<file path="config.mk">
export PLATFORM = sky130hd
export DESIGN_NAME = pwr_mode_ctrl
export DESIGN_NICKNAME = d
export VERILOG_FILES = /design/src/rtl/pwr_mode_pkg.sv /design/src/rtl/pmc_sync.sv /design/src/rtl/pmc_rst_timer.sv /design/src/rtl/pmc_vr_reg.sv /design/src/rtl/pwr_mode_ctrl.sv
export SDC_FILE = /design/constraint.sdc
export NUM_CORES = 1
export LEC_CHECK = 0
export ABC_AREA = 1
export BUFFER_PORTS_ARGS = -buffer_cell sky130_fd_sc_hd__buf_2
export CORE_MARGIN = 5
export CORE_UTILIZATION = 45
export DETAILED_ROUTE_END_ITERATION = 7
export PLACE_DENSITY = 0.83
export SETUP_SLACK_MARGIN = 0.05
export SYNTH_ARGS = -nofsm -noshare
export SYNTH_HDL_FRONTEND = slang
export SYNTH_SLANG_ARGS = --single-unit
export TNS_END_PERCENT = 5
</file>
<file path="constraint.sdc">
create_clock -name clk_aon -period 1.45 [get_ports clk_aon]
set_clock_uncertainty 0.2 [all_clocks]
set_input_delay 0.29 -clock clk_aon [delete_from_list [all_inputs] [get_ports clk_aon]]
set_output_delay 0.29 -clock clk_aon [all_outputs]
set_load 0.01 [all_outputs]
</file>
<file path="src/rtl/pwr_mode_pkg.sv">
package pwr_mode_pkg;

  typedef enum logic [2:0] {
    PM_FULL   = 3'd0,
    PM_ACTIVE = 3'd1,
    PM_SLEEP  = 3'd2,
    PM_DEEP   = 3'd3,
    PM_HIBER  = 3'd4,
    PM_RSTSEQ = 3'd5
  } pm_state_e;

  localparam logic [2:0] CMD_SLEEP  = 3'd1;
  localparam logic [2:0] CMD_DEEP   = 3'd2;
  localparam logic [2:0] CMD_FULL   = 3'd3;
  localparam logic [2:0] CMD_ACTIVE = 3'd4;

  typedef struct packed {
    logic cclk;
    logic sclk;
    logic pwr;
    logic ext;
    logic rst;
  } pm_out_t;

  function automatic pm_out_t pm_decode(pm_state_e s);
    pm_out_t o;
    o = '{cclk: 1'b1, sclk: 1'b1, pwr: 1'b1, ext: 1'b1, rst: 1'b0};
    case (s)
      PM_SLEEP:  o.cclk = 1'b0;
      PM_DEEP:   begin o.cclk = 1'b0; o.sclk = 1'b0; end
      PM_HIBER:  begin o.cclk = 1'b0; o.sclk = 1'b0; o.pwr = 1'b0; o.ext = 1'b0; end
      PM_RSTSEQ: begin o.cclk = 1'b0; o.sclk = 1'b0; o.rst = 1'b1; end
      default:   ;
    endcase
    return o;
  endfunction

  function automatic pm_state_e pm_sleep_target(logic bypass);
    return bypass ? PM_ACTIVE : PM_FULL;
  endfunction

endpackage

</file>
<file path="src/rtl/pmc_sync.sv">
module pmc_sync #(
  parameter int W = 1,
  parameter int STAGES = 2,
  parameter logic [W-1:0] RST_VAL = '0
) (
  input  logic         clk,
  input  logic         rst_n,
  input  logic [W-1:0] d,
  output logic [W-1:0] q
);
  for (genvar b = 0; b < W; b++) begin : g_bit
    logic [STAGES-1:0] chain;
    always_ff @(posedge clk or negedge rst_n) begin
      if (!rst_n) chain <= {STAGES{RST_VAL[b]}};
      else        chain <= {chain[STAGES-2:0], d[b]};
    end
    assign q[b] = chain[STAGES-1];
  end
endmodule

</file>
<file path="src/rtl/pmc_rst_timer.sv">
module pmc_rst_timer #(
  parameter int N = 16
) (
  input  logic clk,
  input  logic rst_n,
  input  logic hold_i,
  output logic done_o
);
  localparam int CW = (N > 1) ? $clog2(N) : 1;
  localparam logic [CW-1:0] LAST = CW'(N - 1);

  logic [CW-1:0] cnt_q;

  always_ff @(posedge clk or negedge rst_n) begin
    if (!rst_n)             cnt_q <= '0;
    else if (hold_i)        cnt_q <= '0;
    else if (cnt_q != LAST) cnt_q <= cnt_q + 1'b1;
  end

  assign done_o = !hold_i && (cnt_q == LAST);
endmodule

</file>
<file path="src/rtl/pmc_vr_reg.sv">
module pmc_vr_reg #(
  parameter int FW = 2,
  parameter int EW = 2,
  parameter logic [FW-1:0] FREQ_RST = 2'b10
) (
  input  logic          clk,
  input  logic          rst_n,
  input  logic          wr_i,
  input  logic [FW-1:0] freq_i,
  input  logic [EW-1:0] wake_en_i,
  input  logic          sref_i,
  output logic [FW-1:0] freq_o,
  output logic [EW-1:0] wake_en_o,
  output logic          sref_o
);
  always_ff @(posedge clk or negedge rst_n) begin
    if (!rst_n) begin
      freq_o    <= FREQ_RST;
      wake_en_o <= '0;
      sref_o    <= 1'b0;
    end else if (wr_i) begin
      freq_o    <= freq_i;
      wake_en_o <= wake_en_i;
      sref_o    <= sref_i;
    end
  end
endmodule

</file>
<file path="src/rtl/pwr_mode_ctrl.sv">
module pwr_mode_ctrl
  import pwr_mode_pkg::*;
#(
  parameter int RST_CYCLES  = 16,
  parameter int SYNC_STAGES = 2
) (
  input  logic       clk_aon,
  input  logic       rst_n,
  input  logic       pll_en_i,
  input  logic       pll_byp_i,
  input  logic [2:0] cmd_i,
  input  logic       vr_wr_i,
  input  logic [1:0] vr_freq_i,
  input  logic [1:0] vr_wake_en_i,
  input  logic       vr_sref_i,
  input  logic       rtc_wake_i,
  input  logic       ext_wake_n_i,
  input  logic       hw_reset_n_i,
  output logic       cclk_en_o,
  output logic       sclk_en_o,
  output logic       core_pwr_req_o,
  output logic       ext_wake_o,
  output logic       sys_rst_o,
  output logic       sdram_sr_o,
  output logic [2:0] mode_o
);
  localparam int NSYNC = 3;

  pm_state_e state_q, state_d;
  logic [NSYNC-1:0] raw_pins, sync_pins;
  logic rtc_s, ext_s, rst_pin_s;
  logic [1:0] freq_q;
  logic [1:0] wen_q;
  logic sref_q;
  logic hib_chain_q;
  logic rst_done;
  logic in_run;
  logic wr_ok;

  // named events, also used by the checker
  logic hib_enter, sleep_wake, deep_wake, hib_wake, pll_refused;

  assign raw_pins = {hw_reset_n_i, ext_wake_n_i, rtc_wake_i};

  pmc_sync #(.W(NSYNC), .STAGES(SYNC_STAGES), .RST_VAL(3'b110)) u_sync (
    .clk(clk_aon), .rst_n(rst_n), .d(raw_pins), .q(sync_pins)
  );

  assign rtc_s     = sync_pins[0];
  assign ext_s     = !sync_pins[1];
  assign rst_pin_s = !sync_pins[2];

  assign in_run = (state_q == PM_FULL) || (state_q == PM_ACTIVE);
  assign wr_ok  = vr_wr_i && in_run;

  pmc_vr_reg #(.FW(2), .EW(2), .FREQ_RST(2'b10)) u_vr (
    .clk(clk_aon), .rst_n(rst_n), .wr_i(wr_ok),
    .freq_i(vr_freq_i), .wake_en_i(vr_wake_en_i), .sref_i(vr_sref_i),
    .freq_o(freq_q), .wake_en_o(wen_q), .sref_o(sref_q)
  );

  pmc_rst_timer #(.N(RST_CYCLES)) u_tmr (
    .clk(clk_aon), .rst_n(rst_n),
    .hold_i((state_q != PM_RSTSEQ) || rst_pin_s),
    .done_o(rst_done)
  );

  assign hib_enter   = wr_ok && (vr_freq_i == 2'b00);
  assign sleep_wake  = (state_q == PM_SLEEP) && (rtc_s || ext_s);
  assign deep_wake   = (state_q == PM_DEEP) && rtc_s;
  assign hib_wake    = (state_q == PM_HIBER) &&
                       ((ext_s && wen_q[0]) || (rtc_s && wen_q[1]));
  assign pll_refused = (state_q == PM_ACTIVE) && !pll_en_i &&
                       ((cmd_i == CMD_FULL) || (cmd_i == CMD_SLEEP));

  always_comb begin
    state_d = state_q;
    if (rst_pin_s) begin
      state_d = PM_RSTSEQ;
    end else begin
      case (state_q)
        PM_FULL, PM_ACTIVE: begin
          if (hib_enter)                             state_d = PM_HIBER;
          else if (cmd_i == CMD_DEEP)                state_d = PM_DEEP;
          else if (pll_refused)                      state_d = state_q;
          else if (cmd_i == CMD_SLEEP)               state_d = PM_SLEEP;
          else if (cmd_i == CMD_FULL)                state_d = PM_FULL;
          else if (cmd_i == CMD_ACTIVE)              state_d = PM_ACTIVE;
        end
        PM_SLEEP:  if (sleep_wake) state_d = pm_sleep_target(pll_byp_i);
        PM_DEEP:   if (deep_wake)  state_d = PM_ACTIVE;
        PM_HIBER:  if (hib_wake)   state_d = PM_RSTSEQ;
        PM_RSTSEQ: if (rst_done)   state_d = PM_FULL;
        default:   state_d = PM_FULL;
      endcase
    end
  end

  always_ff @(posedge clk_aon or negedge rst_n) begin
    if (!rst_n) begin
      state_q     <= PM_FULL;
      hib_chain_q <= 1'b0;
    end else begin
      state_q <= state_d;
      if (state_d == PM_HIBER)     hib_chain_q <= 1'b1;
      else if (state_d != PM_RSTSEQ) hib_chain_q <= 1'b0;
    end
  end

  pm_out_t outs;
  assign outs = pm_decode(state_q);

  assign cclk_en_o      = outs.cclk;
  assign sclk_en_o      = outs.sclk;
  assign core_pwr_req_o = outs.pwr;
  assign ext_wake_o     = outs.ext;
  assign sys_rst_o      = outs.rst;
  assign sdram_sr_o     = sref_q && hib_chain_q &&
                          ((state_q == PM_HIBER) || (state_q == PM_RSTSEQ));
  assign mode_o         = state_q;

  logic unused_freq;
  assign unused_freq = ^freq_q;
endmodule

</file>
Word-level counts from Yosys, hierarchy flattened
Cells that the tools add are included.
{ "op_classes": {"n_addsub": 1, "eq_ne": 14, "n_mux": 21, "reduce_logical": 29} }
{ "op_table": {"columns": ["operator", "count"], "rows": [
  ["2-to-1 mux 3 bit", 11],
  ["one-hot mux 3 bit (5 select lines)", 1],
  ["equality test 3 x 2 -> 1 bit, second input constant", 4],
  ["equality test 3 bit, second input constant", 4],
  ["logical AND 1 bit", 12],
  ["2-to-1 mux 4 bit", 2],
  ["equality test 3 x 1 -> 1 bit, second input constant", 2],
  ["logical OR 1 bit", 6],
  ["2-to-1 mux 1 bit", 6],
  ["!= test 3 bit, second input constant", 2],
  ["adder 4 x 1 -> 4 bit, second input constant", 1],
  ["equality test 4 bit, second input constant", 1],
  ["zero test 1 bit", 4],
  ["!= test 4 bit, second input constant", 1],
  ["nonzero test 2 bit", 2],
  ["OR reduction 4 bit", 1],
  ["zero test 3 bit", 1],
  ["OR reduction 3 bit", 1],
  ["zero test 2 bit", 1],
  ["2-to-1 mux 2 bit", 1],
  ["OR reduction 2 bit", 1]
]} }
{ "totals": {"regBits": 17, "inputBits": 16, "elab_cells": 73} }

Depth between registers and ports, before layout
Gate-level depths: netlist of the first run.
{ "logic_depth": {"depth_word": 12, "mapped_depth": 8, "ltp_nobuf": 8} }

By module
Synthesis of the first run repeated with hierarchy kept, for this count alone.
{ "hier_totals": {"cells_unflattened": 128, "hier_area_um2": 980.9} }
{ "modules_own_cells": {"columns": ["mod", "n_inst", "cells_each", "area_per_inst_um2", "seq_area_each_um2"], "rows": [
  ["pwr_mode_ctrl", 1, 72, 407.9, 100.1],
  ["pmc_rst_timer", 1, 26, 209.0, 100.1],
  ["pmc_vr_reg", 1, 21, 186.4, 126.4],
  ["pmc_sync", 1, 9, 177.7, 155.1]
]} }

Least setup slack after synthesis of the first run
OpenSTA, ideal clock, no wires.
{ "synth_path": {"kind": "register to output", "from": "register state_q[1], in the netlist mode_o[1]", "to": "output port ext_wake_o", "t_arrival_ns": 0.953, "t_required_ns": 0.960, "setup_slack_ns": 0.007, "path_stages_with_launch": 6, "n_path_buf": 1, "path_cell_list": "dfrtp_1 > inv_2 > nand2_4 > nor2_1 > inv_1 > buf_4"} }
{ "synth_between": {"elab_chain_cells": 2} }
{ "synth_rtl": {"columns": ["item", "line", "text"], "rows": [
  ["from (decl)", "pwr_mode_ctrl.sv:29", "pm_state_e state_q, state_d;"],
  ["from (signal assigned)", "pwr_mode_ctrl.sv:104", "state_q <= state_d;"],
  ["equality test 3 bit", "pwr_mode_pkg.sv:28", "case (s)"],
  ["2-to-1 mux 2 bit", "pwr_mode_pkg.sv:28", null],
  ["to (decl)", "pwr_mode_ctrl.sv:22", "output logic ext_wake_o,"]
]} }
Every way passes these cells.

Worst setup path in the final report of the first run
Ends and elaborated chain as after synthesis.

==> metrics.md, run 1 <==
| Metric | Value |
|---|---|
| Run status | finished, violations left |
| Failing checks | negative setup slack |
| Cell chosen for the clock root | clkbuf_4 |
| WS Path Type | reg -> out |
| Nets@finish | 159 |
| Num ports | 25 |
| Critical Path RT | 0.96 ns |
| Slew HR | 74.0% |
| Total core area | 1900 µm² |
| Vias/cell | 4.82 |
| Layout Utilization | 62.2% |
| RSZ-0062 raised after global routing | yes |
| H-tree levels | 1 |
| Ys async rst share | 100% |
| Share of the synthesized area in the top cell type | 37.2% |
| Sequential area share after synthesis | 49.2% |
| Die Height | 54.1 µm |
| Pleak | 0.570 nW |
| GRT Residual Overflow | 0 |
| Final hold violations | 0 |
| Final wirelength | 1.92 mm |
| Clock Pin Slew Worst Setup and Hold Paths | 0.10 ns |
| Number of enable flip-flop cells after synthesis | 0 |
| Yosys cell types | 24 |
| Mapped Area | 875 µm² |
| Tcrit/Tclk final | 116% |
| Final Max Tran Viols | 0 |
| Final setup viols | 9 |
| IO buf count | 24 |
| CTS tree | yes |
| Syn Nets | 121 |
| Final critical-path required period | 1.68 ns |
| Num CTS Buffers | 3 |
| Worst skew pair latency | 0.29 ns |
| Die ar. | 2930 µm² |
| Synth warnings | 0 |
| Synth Flop Type | dfrtp_1 |
| Area Overhead vs Synth | 35.2% |
| Detailed Route Iter0 Violations | 9 |
| Pin count of the biggest net entering global routing | 18 |
| Initial antenna violation count | 0 |
| RePlAce Congestion | 0.790 |
| First-pass GRT wire length | 3.08 mm |
| GRT Total Usage | 14.9% |
| Worst path arrival time | 1.19 ns |
| Max-cap violations | 0 |
| CP endpoint kind | output pin |
| Hold Worst Slack | 0.0161 ns |
| TritonCTS Sinks | 17 |
| Worst slew pin tran | 0.391 ns |
| Seq cells post-synth | 17 |
| DRC violations left | 0 |
| # diodes | 0 |
| Rows | 16 |
| Detail Route Antenna Nets | 0 |
| DP Worst Slack | 0.00865 ns |
| Wire per inst | 11.4 µm |
| Max Buffers Root-to-Sink | 2 |
| Syn Area/Cell | 8.41 µm² |
| Setup ws final | -0.227 ns |
| Number of global-route vias before repair | 779 |
| Startpoint Class | register |
| Cell accounting for the most synthesized area | dfrtp_1 |
| Pwr Density | 735 nW/µm² |
| Syn Inst Count | 104 |
| Crit-path max FO | 5 |
| Vias | 810 |
| Die X-Extent | 54.1 µm |
| DPL Wire Length | 1.46 mm |
| Synth area leaders | dfrtp_1, dfstp_2, nand2_1 |
| Max Fclk | 596 MHz |
| Hold/Removal Path Class | in -> reg |
| Worst VDD drop | 439 µV |
| Starting Density | 46.0% |
| Share of layout cells above drive strength 1 | 44.7% |
| Most common cell in the netlist | nand2_1 |
| Synth cell count leaders | nand2_1, dfrtp_1, inv_1 |
| DRT Pass-1 Iters | 4 |
## layer usage
| layer | routed length (µm) | vias to the layer above | track usage [%] |
|---|---|---|---|
| li1 | - | 403 | - |
| met4 | 14 | 0 | 7.47 |
| met2 | 996 | 24 | 27.6 |
| met1 | 779 | 381 | 15.5 |
| met3 | 124 | 2 | 3.32 |
| met5 | 0 | - | 0 |
## worst max-delay path: stages, from the launching register on
cell and delay [ns]:
dfrtp_1 0.41, inv_2 0.10, nand2_4 0.08, nor2_4 0.11, inv_2 0.05, buf_2 0.13
## metrics by stage
stage	power (mW)	setup TNS, ns	area, µm²	std cells
floorplan	0.563	0	877	104
global placement	0.603	0	1040	156
detailed placement	0.609	0	1040	156
CTS	0.877	-1.36	1150	167
global route	0.918	-2.19	1180	168
finish	0.869	-1.27	1180	168
## report_power, final
| group | internal (mW) | total, mW | leakage [nW] | switching [mW] |
|---|---|---|---|---|
| registers | 0.499 | 0.517 | 0.195 | 0.0171 |
| clock network | 0.107 | 0.250 | 0.0150 | 0.143 |
| logic | 0.0509 | 0.103 | 0.360 | 0.0519 |
| total | 0.657 | 0.869 | 0.570 | 0.212 |
## state kept, by name, summed over array words and instances, names as in the netlist
register / cells
u_sync.g_bit.chain: 6
u_vr.sref_o: 1
mode_o: 3
hib_chain_q: 1
u_vr.wake_en_o: 2
u_tmr.cnt_q: 4
## cells in the final DEF (no fill, tap or decap), types with 2 or more instances in the layout
cell and instances:
a211oi_2 2, a21oi_1 2, a21oi_2 3, buf_2 23, buf_4 4, clkbuf_4 3, dfrtp_1 11, dfrtp_2 2
dfstp_2 4, dlygate4sd3_1 6, inv_1 10, inv_2 7, nand2_1 26, nand3_1 8, nor2_1 7, nor2_2 4
nor2_4 3, nor3_1 2, o21ai_0 2
## path summary, 6_finish.rpt
check | startpoint | to | slack, ns | depth (start not counted)
max | mode_o[1] | ext_wake_o | -0.23 | 5
min | vr_sref_i | u_vr.sref_o | 0.02 | 3
max reg2reg | mode_o[1] | hib_chain_q | -0.06 | 7
min reg2reg | u_sync.g_bit[1].chain[0] | u_sync.g_bit[1].chain[1] | 0.16 | 0
max in group asynchronous | rst_n | u_sync.g_bit[1].chain[1] | 0.47 | 2
min in group asynchronous | rst_n | u_tmr.cnt_q[0] | 0.26 | 2
## repair_timing
| item | in CTS | in global routing |
|---|---|---|
| resized for setup | 6 | 6 |
| hold buffers | 5 | 1 |
| hold endpoints to repair | 17 | 1 |
| pin swaps | 3 | 1 |
| cloned | 0 | 0 |
| setup buffers | 2 | 0 |
| endpoints found under the setup margin | 13 | 20 |
## kinds of logic after synthesis
logic type | Yosys count | synth area share (%)
AOI/OAI and AO/OA | 11 | 9.59
adders and majority gates | 1 | 1.43
buffers and inverters | 18 | 8.15
DFF | 17 | 49.2
and+or+nand+nor | 57 | 31.6
## cell type report
| type | instances | area (µm²) |
|---|---|---|
| fillers | 149 | 719 |
| flip-flops and latches | 17 | 433 |
| multi-input cells | 69 | 409 |
| repair buffers | 34 | 216 |
| inverters | 17 | 63.8 |
| well taps | 27 | 33.8 |
| clock buffers | 4 | 26.3 |
Power figures use the tool's default switching activity.
==> inputs of run 2 (changes only) <==
ABC_AREA = unset   (was 1)
CORE_UTILIZATION = 44   (was 45)
==> metrics.md, run 2 <==
| Metric | Value |
|---|---|
| Sequential area share after synthesis | 52.8% (+3.6 points) |
| Initial antenna violation count | 0 (unchanged) |
| DRT Pass-1 Iters | 4 (unchanged) |
| Seq cells post-synth | 17 (unchanged) |
| Synth Flop Type | dfrtp_1 |
| Starting Density | 46.7% (+0.68 points) |
| Mux contribution to synthesized area | 5.38% (+5.4 points) |
| Worst R2R Start | mode_o[2] |
| Pin count of the biggest net entering global routing | 18 (unchanged) |
| H-tree levels | 1 (unchanged) |
| Post-Synth XOR/XNOR Area | 2.15% (+2.2 points) |
| Detail Route Antenna Nets | 0 (unchanged) |
| R2r worst-path depth | 4 (-3) |
| Final wirelength | 2.11 mm (+10%) |
| Max-cap violations | 0 (unchanged) |
| Syn Inst Count | 72 (-31%) |
| IO buf count | 24 (unchanged) |
| Run status | finished, violations left |
| Total core area | 1750 µm² (-8.2%) |
| CP endpoint kind | output pin |
| Worst VDD drop | 555 µV (+26%) |
| DPL Wire Length | 1.46 mm (about the same) |
| Final hold violations | 0 (unchanged) |
| TritonCTS Sinks | 17 (unchanged) |
| Tcrit/Tclk final | 125% (+9.5 points) |
| Worst skew pair latency | 0.30 ns (about the same) |
| Die Height | 53.0 µm (-2.0%) |
| Vias | 720 (-11%) |
| Cell accounting for the most synthesized area | dfrtp_1 |
| DRC violations left | 0 (unchanged) |
| Crit-path max FO | 6 (+1) |
| Commonest non-fill, non-tap cell in the layout | buf_2 |
| Clock Pin Slew Worst Setup and Hold Paths | 0.10 ns (about the same) |
| RSZ-0062 raised after global routing | yes |
| Most frequent cells in the layout | buf_2, buf_4, dfrtp_1 |
| GRT Total Usage | 16.8% (+1.9 points) |
| Synth area leaders | dfrtp_1, dfstp_2, mux2_2 |
| Pleak | 0.577 nW (+1.2%) |
| Most common cell in the netlist | dfrtp_1 |
| Max Buffers Root-to-Sink | 2 (unchanged) |
| Max Fclk | 551 MHz (-7.6%) |
| Post-synthesis simple-gate area fraction | 21.0% (-11 points) |
| Die ar. | 2810 µm² (-3.9%) |
| Num CTS Buffers | 3 (unchanged) |
| Mapped Area | 815 µm² (-6.9%) |
| Max reg flops | 6 (unchanged) |
| Worst path arrival time | 1.32 ns (+0.13 ns) |
| DP Cell Count | 132 (-15%) |
| CTS tree | yes |
| RePlAce Congestion | 0.796 (+0.73%) |
| Hold Worst Slack | 0.0218 ns (+0.00571 ns) |
| Syn Nets | 89 (-26%) |
| Die X-Extent | 53.0 µm (-2.0%) |
| Worst slew pin tran | 0.385 ns (-0.00527 ns) |
| Filler cells | 133 (-11%) |
| Post-DP Area | 1050 µm² (+1.2%) |
| GRT Residual Overflow | 0 (unchanged) |
| Slew HR | 74.3% (+0.35 points) |
| Num ports | 25 (unchanged) |
| Syn Area/Cell | 11.3 µm² (+35%) |
| Final non-filler cell total | 143 (-15%) |
| Largest family of logic cells by synthesized area | simple AND/OR/NAND/NOR gates |
| Vias/cell | 5.03 (+4.4%) |
| R2r endpoint | mode_o[1] |
| Yosys cell types | 36 (+50%) |
| Startpoint Class | register |
| First-pass GRT wire length | 3.35 mm (+8.5%) |
| Fin area | 1220 µm² (+3.3%) |
| Nets@finish | 136 (-14%) |
| # diodes | 0 (unchanged) |
| Number of global-route vias before repair | 751 (-3.6%) |
| Area Overhead vs Synth | 49.9% |
| Critical Path RT | 0.96 ns (about the same) |
| Failing checks | negative setup slack |
| Adder-cell share of the synthesized area | 1.54% (+0.11 points) |
| Setup ws final | -0.365 ns (-0.138 ns) |
| Number of enable flip-flop cells after synthesis | 0 (unchanged) |
| Setup TNS | -3.08 ns (-1.81 ns) |
| WS Path Type | reg -> out |
| Final critical-path required period | 1.81 ns (+0.138 ns) |
| Wire per inst | 14.7 µm (+29%) |
| Final setup viols | 14 (+5) |
| Share of layout cells above drive strength 1 | 58.5% (+14 points) |
| Final Max Tran Viols | 0 (unchanged) |
| Largest Register | u_sync.g_bit.chain |
| Ys async rst share | 100% (unchanged) |
| Hold/Removal Path Class | in -> reg |
| Synth cell count leaders | dfrtp_1, nor2_1, inv_1 |
| Detailed Route Iter0 Violations | 7 (-2) |
| Rows | 15 (-1) |
| Worst Setup EP | sdram_sr_o |
| Synth warnings | 0 (unchanged) |
| Pwr Density | 727 nW/µm² (-1.0%) |
| Crit path launch | mode_o[1] |
| R2R Setup Slk | -0.31 ns (-0.25 ns) |
| Cell chosen for the clock root | clkbuf_4 |
| Share of the synthesized area in the top cell type | 39.9% (+2.7 points) |
| Compound-Gate Fraction of Synth Area | 13.4% (+3.8 points) |
==> run 2: layout make-up <==
| class | count | area, µm² | share of cell area, % |
|---|---|---|---|
| sequential | 17 | 434 | 35.6 |
| multi-input combinational | 48 | 408 | 33.4 |
| timing repair buffer | 43 | 299 | 24.5 |
| tap | 25 | 31.3 | 2.56 |
| clock buffer | 4 | 26.3 | 2.15 |
| inverter | 6 | 22.5 | 1.84 |
==> run 2: worst max-delay path, cell delays in order (launching register included) <==
cell and delay (ns):
dfrtp_2 0.45, and2b_2 0.29, and3_4 0.19, buf_6 0.10
==> run 2: metrics by stage <==
stage,utilization (%),power (mW),setup WS (ns)
after detailed placement,60.2,0.613,-0.193
after floorplan,-,0.552,-0.145
after CTS,67.4,0.880,-0.351
after global routing,70.0,0.927,-0.404
final,70.0,0.888,-0.365
after global placement,60.2,0.604,-0.150
==> run 2: where the power goes <==
part	switching, mW	internal [mW]
clock	0.154	0.107
combinational	0.0546	0.0642
sequential	0.0108	0.498
==> run 2: per-layer routing <==
metal,global-route usage [%],share of wire [%],vias to the layer above,wire [µm]
li1,-,-,343,-
met5,0,0,-,0
met4,8.51,1.9,0,39
met1,20.0,40,344,852
met2,27.1,50,27,1050
met3,5.07,7.9,6,166
==> run 2: timing repair <==
action                     4_1_cts  5_1_grt
setup endpoints to repair       19       20
hold endpoints to repair        16        0
hold buffers                     4        0
setup buffers                    2        1
gates resized for setup          9       10
pin swaps                        4        2
==> run 2: how the worst min path moves through the flow <==
stage / startpoint / endpoint / slack, ns / depth (start not counted)
2_1_floorplan: rst_n / hib_chain_q / -0.21 / 0
3_3_place_gp: rst_n / u_tmr.cnt_q[1] / 0.03 / 1
3_5_place_dp: rst_n / u_tmr.cnt_q[1] / 0.03 / 1
4_1_cts: vr_wake_en_i[0] / u_vr.wake_en_o[0] / 0.02 / 2
5_1_grt: vr_wake_en_i[1] / u_vr.wake_en_o[1] / 0.01 / 2
6_report: vr_wake_en_i[1] / u_vr.wake_en_o[1] / 0.02 / 2
==> run 2: cells by family after synthesis <==
| family | count (synthesis) |
|---|---|
| AND/OR/NAND/NOR | 29 |
| flip-flops | 17 |
| XOR/XNOR | 2 |
| multiplexers | 4 |
| AO/OA/AOI/OAI | 12 |
| buffers and inverters | 7 |
| adder cells (fa/ha/maj) | 1 |
==> inputs of run 3 (changes only) <==
--- a/constraint.sdc
+++ b/constraint.sdc
@@ -4,2 +4,2 @@
 set_output_delay 0.29 -clock clk_aon [all_outputs]
-set_load 0.01 [all_outputs]
+set_load 0.05 [all_outputs]
==> metrics.md, run 3 (same netlist as run 2, synthesis figures left out) <==
| Metric | Value |
|---|---|
| Run status | finished, violations left |
| Failing checks | negative setup slack |
| Hold depth | 2 (unchanged) |
| Vias | 742 (+3.1%) |
| Detailed Route Iter0 Violations | 9 (+2) |
| Layout Utilization | 75.6% (+5.7 points) |
| Min-delay src | vr_wake_en_i[0] |
| DRC violations left | 0 (unchanged) |
| Max Fclk | 546 MHz (-1.0%) |
| Clock Power Share | 28.1% (-1.3 points) |
| RePlAce Congestion | 0.864 (+8.5%) |
| First-pass GRT wire length | 3.53 mm (+5.3%) |
| Pwr Density | 661 nW/µm² (-9.1%) |
| WS Path Type | reg -> out |
| Worst skew pair latency | 0.28 ns (-0.02 ns) |
| TritonCTS Sinks | 17 (unchanged) |
| Worst path arrival time | 1.34 ns (+0.02 ns) |
| Die Height | 53.0 µm (unchanged) |
| Pin count of the biggest net entering global routing | 18 (unchanged) |
| GRT Residual Overflow | 0 (unchanged) |
| Final Max Tran Viols | 0 (unchanged) |
| DPL Wire Length | 1.50 mm (+3.1%) |
| Worst slew pin tran | 0.349 ns (-0.0360 ns) |
| # diodes | 0 (unchanged) |
| Biggest cell delay along the critical path | 0.43 ns (-0.02 ns) |
| Final critical-path required period | 1.83 ns (+0.0185 ns) |
| Number of global-route vias before repair | 789 (+5.1%) |
| Logic pwr share | 13.6% (+0.2 points) |
| R2R Setup Slk | -0.27 ns (+0.04 ns) |
| Crit path max-delay cell type | dfrtp_2 |
| Clock Pin Slew Worst Setup and Hold Paths | 0.09 ns (about the same) |
| Fin area | 1320 µm² (+8.1%) |
| Die X-Extent | 53.0 µm (unchanged) |
| Nets@finish | 140 (+2.9%) |
| Largest Register | u_sync.g_bit.chain |
| Cell chosen for the clock root | clkbuf_4 |
| Startpoint Class | register |
| Detail Route Antenna Nets | 0 (unchanged) |
| Final hold violations | 0 (unchanged) |
| Vias/cell | 5.05 (+0.25%) |
| Pleak | 0.627 nW (+8.5%) |
| Switching power of the nets | 0.206 mW (-6.0%) |
| R2r endpoint | mode_o[1] |
| Final wirelength | 2.11 mm (+0.28%) |
| Max-cap violations | 0 (unchanged) |
| Critical Path RT | 0.96 ns (about the same) |
| Crit path cell chain | and2b_4, and3_4, buf_8 |
| DRT Pass-1 Iters | 4 (unchanged) |
| Max reg flops | 6 (unchanged) |
| Rows | 15 (unchanged) |
| GRT Total Usage | 17.7% (+0.90 points) |
| Net Sw Frac | 23.6% (-1.1 points) |
| Hold/Removal Path Class | in -> reg |
| Crit-path max FO | 6 (unchanged) |
| Final setup viols | 16 (+2) |
| Filler cells | 116 (-13%) |
| Die ar. | 2810 µm² (unchanged) |
| CTS tree | yes |
| Sequential Power Share | 58.3% (+1.0 points) |
| Total core area | 1750 µm² (unchanged) |
| Area Overhead vs Synth | 62.1% |
| Most frequent cells in the layout | buf_4, buf_2, dfrtp_1 |
| Max Buffers Root-to-Sink | 2 (unchanged) |
| Hold endpoint | u_vr.wake_en_o[0] |
| Slew HR | 76.5% (+2.2 points) |
| IO buf count | 24 (unchanged) |
| Share of layout cells above drive strength 1 | 61.5% (+3.0 points) |
| Setup ws final | -0.383 ns (-0.0185 ns) |
| Worst R2R Start | mode_o[1] |
| Num CTS Buffers | 3 (unchanged) |
| Commonest non-fill, non-tap cell in the layout | buf_4 |
| H-tree levels | 1 (unchanged) |
| CP endpoint kind | output pin |
| Cell internal pwr | 0.667 mW (-0.32%) |
| R2r worst-path depth | 4 (unchanged) |
| Num ports | 25 (unchanged) |
| Starting Density | 46.7% (unchanged) |
| Post-DP Area | 1120 µm² (+6.9%) |
| Tcrit/Tclk final | 126% (+1.3 points) |
| Worst VDD drop | 666 µV (+20%) |
| Wire per inst | 14.4 µm (-2.4%) |
| Initial antenna violation count | 0 (unchanged) |
| RSZ-0062 raised after global routing | yes |
run 3: routing by layer:
| metal | share of wire, % | track usage (%) |
|---|---|---|
| met1 | 40 | 19.5 |
| met2 | 53 | 31.4 |
| met3 | 5.3 | 5.07 |
| met4 | 1.4 | 7.23 |
| met5 | 0 | 0 |
run 3: timing repair:
action                                  in CTS  in global routing
endpoints found under the hold margin       16                  0
endpoints found under the setup margin      20                 20
hold buffers                                 4                  0
pin swaps                                    8                  2
setup buffers                                2                  0
gates resized for setup                     26                  5
run 3: layout make-up:
class	instances	area, µm²	area share (%)
clock buffers	4	26.3	1.99
repair buffers	47	370	28.1
well taps	25	31.3	2.37
multi-input cells	48	435	33.0
inverters	6	22.5	1.71
flip-flops and latches	17	434	32.9
run 3: worst max path at each step:
stage	from	endpoint	slack, ns	depth (start not counted)
floorplan	mode_o[1]	ext_wake_o	-0.26	3
global placement	vr_freq_i[1]	mode_o[1]	-0.18	5
detailed placement	mode_o[1]	u_vr.sref_o	-0.19	4
CTS	mode_o[1]	sdram_sr_o	-0.39	3
global route	mode_o[1]	sdram_sr_o	-0.44	3
finish	mode_o[1]	sdram_sr_o	-0.38	3
run 3: critical path, delay by kind of cell, from the launching register on:
kind,cells,cell delay [ns]
simple gates,2,0.48
flops,1,0.43
buf+inv,1,0.14
run 3: power groups by stage:
stage	clock [mW]	sequential [mW]	combinational (mW)
floorplan	0	0.517	0.0416
finish	0.245	0.509	0.119
global placement	0	0.515	0.0929
CTS	0.258	0.509	0.115
detailed placement	0	0.517	0.0978
global route	0.286	0.512	0.135
run 3: stage by stage:
stage / std cells / power (mW) / setup TNS (ns) / hold slack (ns) / setup slack, ns
after CTS: 147 / 0.882 / -3.57 / 0.0218 / -0.390
after floorplan: 72 / 0.559 / -3.15 / -0.206 / -0.259
after global routing: 147 / 0.933 / -4.59 / 0.00851 / -0.443
final: 147 / 0.873 / -3.59 / 0.0302 / -0.383
after global placement: 137 / 0.608 / -1.56 / 0.0194 / -0.184
after detailed placement: 137 / 0.615 / -2.04 / 0.0294 / -0.188
